<file path="src/rtl/orbit_gate_pkg.sv">
package orbit_gate_pkg;

    parameter int OG_DATA_W = 32;

    typedef struct packed {
        logic [OG_DATA_W-1:0] data;
        logic                 valid;
        logic                 strobe;
        logic                 start;
        logic                 last;
        logic                 orbit;
    } og_word_t;

    typedef enum logic [1:0] {
        OG_A_CTRL = 2'd0,
        OG_A_HELD = 2'd1,
        OG_A_FERR = 2'd2,
        OG_A_RSVD = 2'd3
    } og_addr_e;

    // Word presented downstream while a channel is held.
    function automatic og_word_t og_idle_word();
        og_word_t w;
        w        = '0;
        w.strobe = 1'b1;
        return w;
    endfunction

    // Framing fault for one word, given whether a packet is currently open.
    function automatic logic og_frame_fault(input logic open_pkt, input logic valid,
                                            input logic start, input logic last);
        logic gap, dup, orphan;
        gap    = !valid && (open_pkt || start || last);
        dup    = start && open_pkt;
        orphan = last && !start && !open_pkt;
        return gap || dup || orphan;
    endfunction

    // Open-packet state after one word.
    function automatic logic og_next_open(input logic open_pkt, input logic start,
                                          input logic last);
        if (start)     return !last;
        else if (last) return 1'b0;
        else           return open_pkt;
    endfunction

endpackage

</file>
<file path="src/rtl/og_cfg_regs.sv">
module og_cfg_regs
    import orbit_gate_pkg::*;
#(
    parameter int N_CHAN = 4
) (
    input  logic              clk,
    input  logic              rst,
    input  logic              wr,
    input  logic [1:0]        addr,
    input  logic [N_CHAN-1:0] wdata,
    input  logic [N_CHAN-1:0] held,
    input  logic [N_CHAN-1:0] ferr,
    output logic              enable,
    output logic              hold_all,
    output logic [N_CHAN-1:0] ferr_clr,
    output logic [N_CHAN-1:0] rdata
);

    og_addr_e sel;
    logic     en_q;

    always_comb sel = og_addr_e'(addr);

    always_ff @(posedge clk) begin
        if (rst)                         en_q <= 1'b0;
        else if (wr && sel == OG_A_CTRL) en_q <= wdata[0];
    end

    always_comb begin
        hold_all = wr && (sel == OG_A_CTRL) && !wdata[0];
        ferr_clr = (wr && sel == OG_A_FERR) ? wdata : '0;
    end

    always_comb begin
        rdata = '0;
        unique case (sel)
            OG_A_CTRL: rdata[0] = en_q;
            OG_A_HELD: rdata    = held;
            OG_A_FERR: rdata    = ferr;
            OG_A_RSVD: rdata    = '0;
            default:   rdata    = '0;
        endcase
    end

    assign enable = en_q;

endmodule

</file>
<file path="src/rtl/og_lane.sv">
module og_lane
    import orbit_gate_pkg::*;
(
    input  logic     clk,
    input  logic     rst,
    input  og_word_t din,
    input  logic     enable,
    input  logic     hold_all,
    output og_word_t dout,
    output logic     held
);

    logic     held_q, held_d, release_now;
    og_word_t out_q, out_d;

    always_comb begin
        release_now = held_q && enable && din.orbit;
        out_d       = (held_q && !release_now) ? og_idle_word() : din;
        if (hold_all) held_d = 1'b1;
        else          held_d = held_q && !release_now;
    end

    always_ff @(posedge clk) begin
        if (rst) begin
            held_q <= 1'b1;
            out_q  <= og_idle_word();
        end else begin
            held_q <= held_d;
            out_q  <= out_d;
        end
    end

    assign dout = out_q;
    assign held = held_q;

endmodule

</file>
<file path="src/rtl/og_frame_mon.sv">
module og_frame_mon
    import orbit_gate_pkg::*;
(
    input  logic clk,
    input  logic rst,
    input  logic valid,
    input  logic start,
    input  logic last,
    input  logic clr,
    output logic err
);

    logic open_q, err_q, fault;

    always_comb fault = og_frame_fault(open_q, valid, start, last);

    always_ff @(posedge clk) begin
        if (rst) begin
            open_q <= 1'b0;
            err_q  <= 1'b0;
        end else begin
            open_q <= og_next_open(open_q, start, last);
            err_q  <= (err_q && !clr) || fault;
        end
    end

    assign err = err_q;

endmodule

</file>
<file path="src/rtl/orbit_input_gate.sv">
module orbit_input_gate
    import orbit_gate_pkg::*;
#(
    parameter int N_CHAN = 4
) (
    input  logic                          clk,
    input  logic                          rst,
    input  logic                          cfg_wr,
    input  logic [1:0]                    cfg_addr,
    input  logic [N_CHAN-1:0]             cfg_wdata,
    output logic [N_CHAN-1:0]             cfg_rdata,
    input  logic [N_CHAN*OG_DATA_W-1:0]   in_data,
    input  logic [N_CHAN-1:0]             in_valid,
    input  logic [N_CHAN-1:0]             in_strobe,
    input  logic [N_CHAN-1:0]             in_start,
    input  logic [N_CHAN-1:0]             in_last,
    input  logic [N_CHAN-1:0]             in_orbit,
    output logic [N_CHAN*OG_DATA_W-1:0]   out_data,
    output logic [N_CHAN-1:0]             out_valid,
    output logic [N_CHAN-1:0]             out_strobe,
    output logic [N_CHAN-1:0]             out_start,
    output logic [N_CHAN-1:0]             out_last,
    output logic [N_CHAN-1:0]             out_orbit,
    output logic [N_CHAN-1:0]             chan_held,
    output logic [N_CHAN-1:0]             chan_frame_err
);

    logic              ctrl_en;
    logic              hold_all;
    logic [N_CHAN-1:0] ferr_clr;

    og_cfg_regs #(.N_CHAN(N_CHAN)) u_regs (
        .clk      (clk),
        .rst      (rst),
        .wr       (cfg_wr),
        .addr     (cfg_addr),
        .wdata    (cfg_wdata),
        .held     (chan_held),
        .ferr     (chan_frame_err),
        .enable   (ctrl_en),
        .hold_all (hold_all),
        .ferr_clr (ferr_clr),
        .rdata    (cfg_rdata)
    );

    for (genvar i = 0; i < N_CHAN; i++) begin : g_chan
        og_word_t w_in, w_out;

        always_comb begin
            w_in.data   = in_data[i*OG_DATA_W +: OG_DATA_W];
            w_in.valid  = in_valid[i];
            w_in.strobe = in_strobe[i];
            w_in.start  = in_start[i];
            w_in.last   = in_last[i];
            w_in.orbit  = in_orbit[i];
        end

        og_lane u_lane (
            .clk      (clk),
            .rst      (rst),
            .din      (w_in),
            .enable   (ctrl_en),
            .hold_all (hold_all),
            .dout     (w_out),
            .held     (chan_held[i])
        );

        og_frame_mon u_mon (
            .clk   (clk),
            .rst   (rst),
            .valid (in_valid[i]),
            .start (in_start[i]),
            .last  (in_last[i]),
            .clr   (ferr_clr[i]),
            .err   (chan_frame_err[i])
        );

        assign out_data[i*OG_DATA_W +: OG_DATA_W] = w_out.data;
        assign out_valid[i]  = w_out.valid;
        assign out_strobe[i] = w_out.strobe;
        assign out_start[i]  = w_out.start;
        assign out_last[i]   = w_out.last;
        assign out_orbit[i]  = w_out.orbit;
    end

endmodule

</file>
<file path="config.mk">
export PLATFORM = sky130hd
export DESIGN_NAME = orbit_input_gate
export DESIGN_NICKNAME = d
export VERILOG_FILES = /design/src/rtl/orbit_gate_pkg.sv /design/src/rtl/og_cfg_regs.sv /design/src/rtl/og_lane.sv /design/src/rtl/og_frame_mon.sv /design/src/rtl/orbit_input_gate.sv
export SDC_FILE = /design/constraint.sdc
export NUM_CORES = 1
export LEC_CHECK = 0
export BUFFER_PORTS_ARGS = -buffer_cell sky130_fd_sc_hd__buf_2
export CAP_MARGIN = 20
export CORE_AREA = 2 2 124 126
export DETAILED_ROUTE_END_ITERATION = 10
export DIE_AREA = 0 0 126 128
export GPL_TIMING_DRIVEN = 0
export PLACE_DENSITY = 0.68
export SETUP_SLACK_MARGIN = 0.02
export SYNTH_ARGS = -nofsm -noshare
export SYNTH_HDL_FRONTEND = slang
export SYNTH_HIERARCHICAL = 1
export SYNTH_SLANG_ARGS = --single-unit
</file>
<file path="constraint.sdc">
create_clock -name clk -period 1.5 [get_ports clk]
set_input_delay 0.075 -clock clk [delete_from_list [all_inputs] [get_ports clk]]
set_output_delay 0.075 -clock clk [all_outputs]
set_load 0.01 [all_outputs]
</file>
==> results.yml <==
timing:
  max_slew_margin_pct: 63.1
  rsz0062_at_grt: "no"
  post-route-period-util_pct: 90.2
  skew_ps: 10.7
  timing.fmax_ghz: 0.739
  setup_violations: 0
  fin_crit_ps: 1350
  hold_violations: 0
  worst_slew_pin_slew_ps: 554
  finalMaxSlewViolations: 0
  finalWorstSetupSlack_ps: 147
floorplan:
  start_util_pct: 35.3
  io_pins: 317
  coreArea_um2: 14900
  die_h_um: 128
  dieArea_um2: 16100
  row_count: 45
  die_x_um: 126
worst_setup_path:
  path_max_fanout: 10
  reg2reg_slack_ps: 230
  reg2reg_to: "g_chan[3].u_lane/dout[10]$_SDFF_PP0_"
  crit_required_ps: 1420
  end_kind: "output pin"
  critPathLaunch: "u_regs/enable$_SDFFE_PP0P_"
  cp_slowest_cell: "dfxtp_2"
  crit_chain: "nand2_1, o21ai_1, buf_2"
  critPathLaunchType: "flip-flop"
  critPathCapture: "cfg_rdata[0]"
  crit_arrival_ps: 1280
  cpPeakStageDelay_ps: 550
  path_class: "reg -> out"
  worst-r2r-cell-count: 3
  r2r_start: "u_regs/enable$_SDFFE_PP0P_"
clocking:
  h-tree-depth: 4
  insertion_delay_ps: 420
  cts-root-buf: "clkbuf_16"
  numCtsBuffers: 17
  post_cts_buffers: 0
  cts_tree: "built"
  cts.clk_slew.worst_paths_ps: 60
  clock_path_buffers: 2
  cts.sinks: 161
power:
  p_leak_nw: 4.29
  switching_share_pct: 22.5
  seqPwrFrac_pct: 44.2
  power.switching_w: 0.00224
  clkPwrFrac_pct: 45.3
  max-vdd-ir-drop_mv: 0.638
  p_per_area_nw_per_um2: 1080
  total_power_w: 0.00992
  p_int_w: 0.00768
  pwr-share-comb_pct: 10.5
logic_synthesis:
  syn_inst: 409
  synthXorXnorAreaFrac_pct: 0
  synthAdderAreaFrac_pct: 0.954
  synthesis.area_um2: 5250
  synth_compound_area_share_pct: 3.79
  synth_cell_types: 24
  ys_ff_latch: 161
  synth-simple-area-share_pct: 26.9
  ys_warn_count: 6
  synth_top_family_by_area: "simple AND/OR/NAND/NOR gates"
  synth-seq-area-share_pct: 61.4
  synthMuxAreaShare_pct: 0
  synth_nets: 570
  synth.avg_cell_area_um2: 12.8
placement:
  gp_congestion: 0.756
  place_ws_ps: -68.6
  post-dp-hpwl_um: 10600
  io_buffer_count: 316
  placed_cells: 913
global_routing:
  grt_pass1_vias: 5120
  track_usage_pct: 21.0
  globalRouteOverflowTotal: 0
  antenna_found_initial: 1
  grt_max_degree: 22
  grt_pass1_wl_um: 26400
drt:
  ant_nets: 0
  routed_wl_um: 17300
  dr_total_vias: 4974
  drc: 0
  first_pass_iters: 4
  drt_iter0_drc: 163
  via_per_inst: 4.53
  wl_per_cell_um: 15.8
finish:
  fin_nets: 1058
  drive_gt1_share_pct: 44.2
  layoutNonFillerInstCount: 1098
  final_common_cell: "buf_2"
  layout_common_cells: "buf_2, dfxtp_1, dlygate4sd3_1"
  antenna_cells: 0
  area_growth_pct: 75.6
hold_path:
  min_path_type: "in -> reg"
run_status:
  outcome: "finished, final reports clean"
job:
  max-cap-violations: 0
==> kinds of logic (layout without fill, tap and decap cells) <==
group	count (synthesis)	count (layout)
adders and majority gates	4	4
buffers and inverters	30	531
AOI/OAI and AO/OA	19	19
DFF	161	161
and+or+nand+nor	195	195
==> state kept, by name (all words and copies together) (netlist names) <==
register / count
g_chan.u_mon/err: 4
g_chan.u_lane/held: 4
u_regs/enable: 1
g_chan.u_mon/open_q: 4
g_chan.u_lane/dout: 148
==> cell usage after synthesis <==
cell type,n,area share [%]
clkbuf_8,16,4.2
a21bo_1,1,0.19
ha_1,4,0.95
inv_1,2,0.14
or3_1,8,0.95
nor2_1,9,0.64
or2_0,4,0.48
o21ai_1,1,0.095
a22oi_1,4,0.57
and3_2,4,0.57
and2b_1,4,0.57
and3b_2,4,0.76
nor3b_1,136,19
a21boi_4,4,1.4
a21oi_2,1,0.17
a21oi_1,4,0.38
dfxtp_1,161,61
nand3_1,1,0.095
nor3b_2,8,1.9
nor3_1,4,0.38
nor2b_1,3,0.36
o31ai_2,4,0.95
nand2_1,10,0.72
buf_6,12,2.6
==> power by group through the flow <==
stage | Clock (W) | Sequential, W | Combinational, W
2_1_floorplan | 0 | 0.00451 | 0.000319
3_3_place_gp | 0 | 0.00447 | 0.000712
3_5_place_dp | 0 | 0.00448 | 0.000716
4_1_cts | 0.00458 | 0.00438 | 0.00103
5_1_grt | 0.00476 | 0.00439 | 0.00112
6_report | 0.00449 | 0.00438 | 0.00104
==> critical path, delay by kind of cell, from the launching register on <==
family,cells,cell delay (ps)
AOI/OAI and AO/OA,1,80
buffers and inverters,1,150
and+or+nand+nor,1,90
DFF,1,550
==> routing by layer <==
metal	global-route usage (%)	share of wire, %
met1	22.0	38
met2	38.3	52
met3	6.34	6.2
met4	10.3	3.3
met5	0	0.075
==> final cells by class <==
type	instances	area, µm²
fillers	1137	5650
flip-flops and latches	161	3220
repair buffers	469	3110
multi-input cells	218	1660
clock buffers	18	439
plain buffers	28	355
well taps	188	235
clock inverters	14	178
inverters	2	7.51
==> per-stage QoR <==
step                      utilization (%)  hold slack (ps)  instance area (µm²)  TNS, ps
final                                62.0             35.0                 9210        0
after global routing                 62.0             19.0                 9210        0
after CTS                            62.0             12.0                 9210        0
after detailed placement             47.5              263                 7060     -172
after global placement               47.5              259                 7060     -135
after floorplan                         -              137                 5250        0
==> worst min-delay path by stage <==
stage	start	endpoint	slack, ps	cells after the start
floorplan	rst	u_regs/enable$_SDFFE_PP0P_	140	1
detailed placement	in_strobe[0]	g_chan[0].u_lane/dout[3]$_SDFF_PP1_	260	2
CTS	cfg_wr	u_regs/enable$_SDFFE_PP0P_	10	3
finish	cfg_wr	u_regs/enable$_SDFFE_PP0P_	40	3
global placement	in_strobe[0]	g_chan[0].u_lane/dout[3]$_SDFF_PP1_	260	2
global route	cfg_wr	u_regs/enable$_SDFFE_PP0P_	20	3
==> what timing repair did <==
action,CTS,global route
gates resized for setup,1,0
endpoints found under the hold margin,153,0
setup endpoints to repair,20,0
hold buffers,153,0
(Power assumes the default switching activity.)
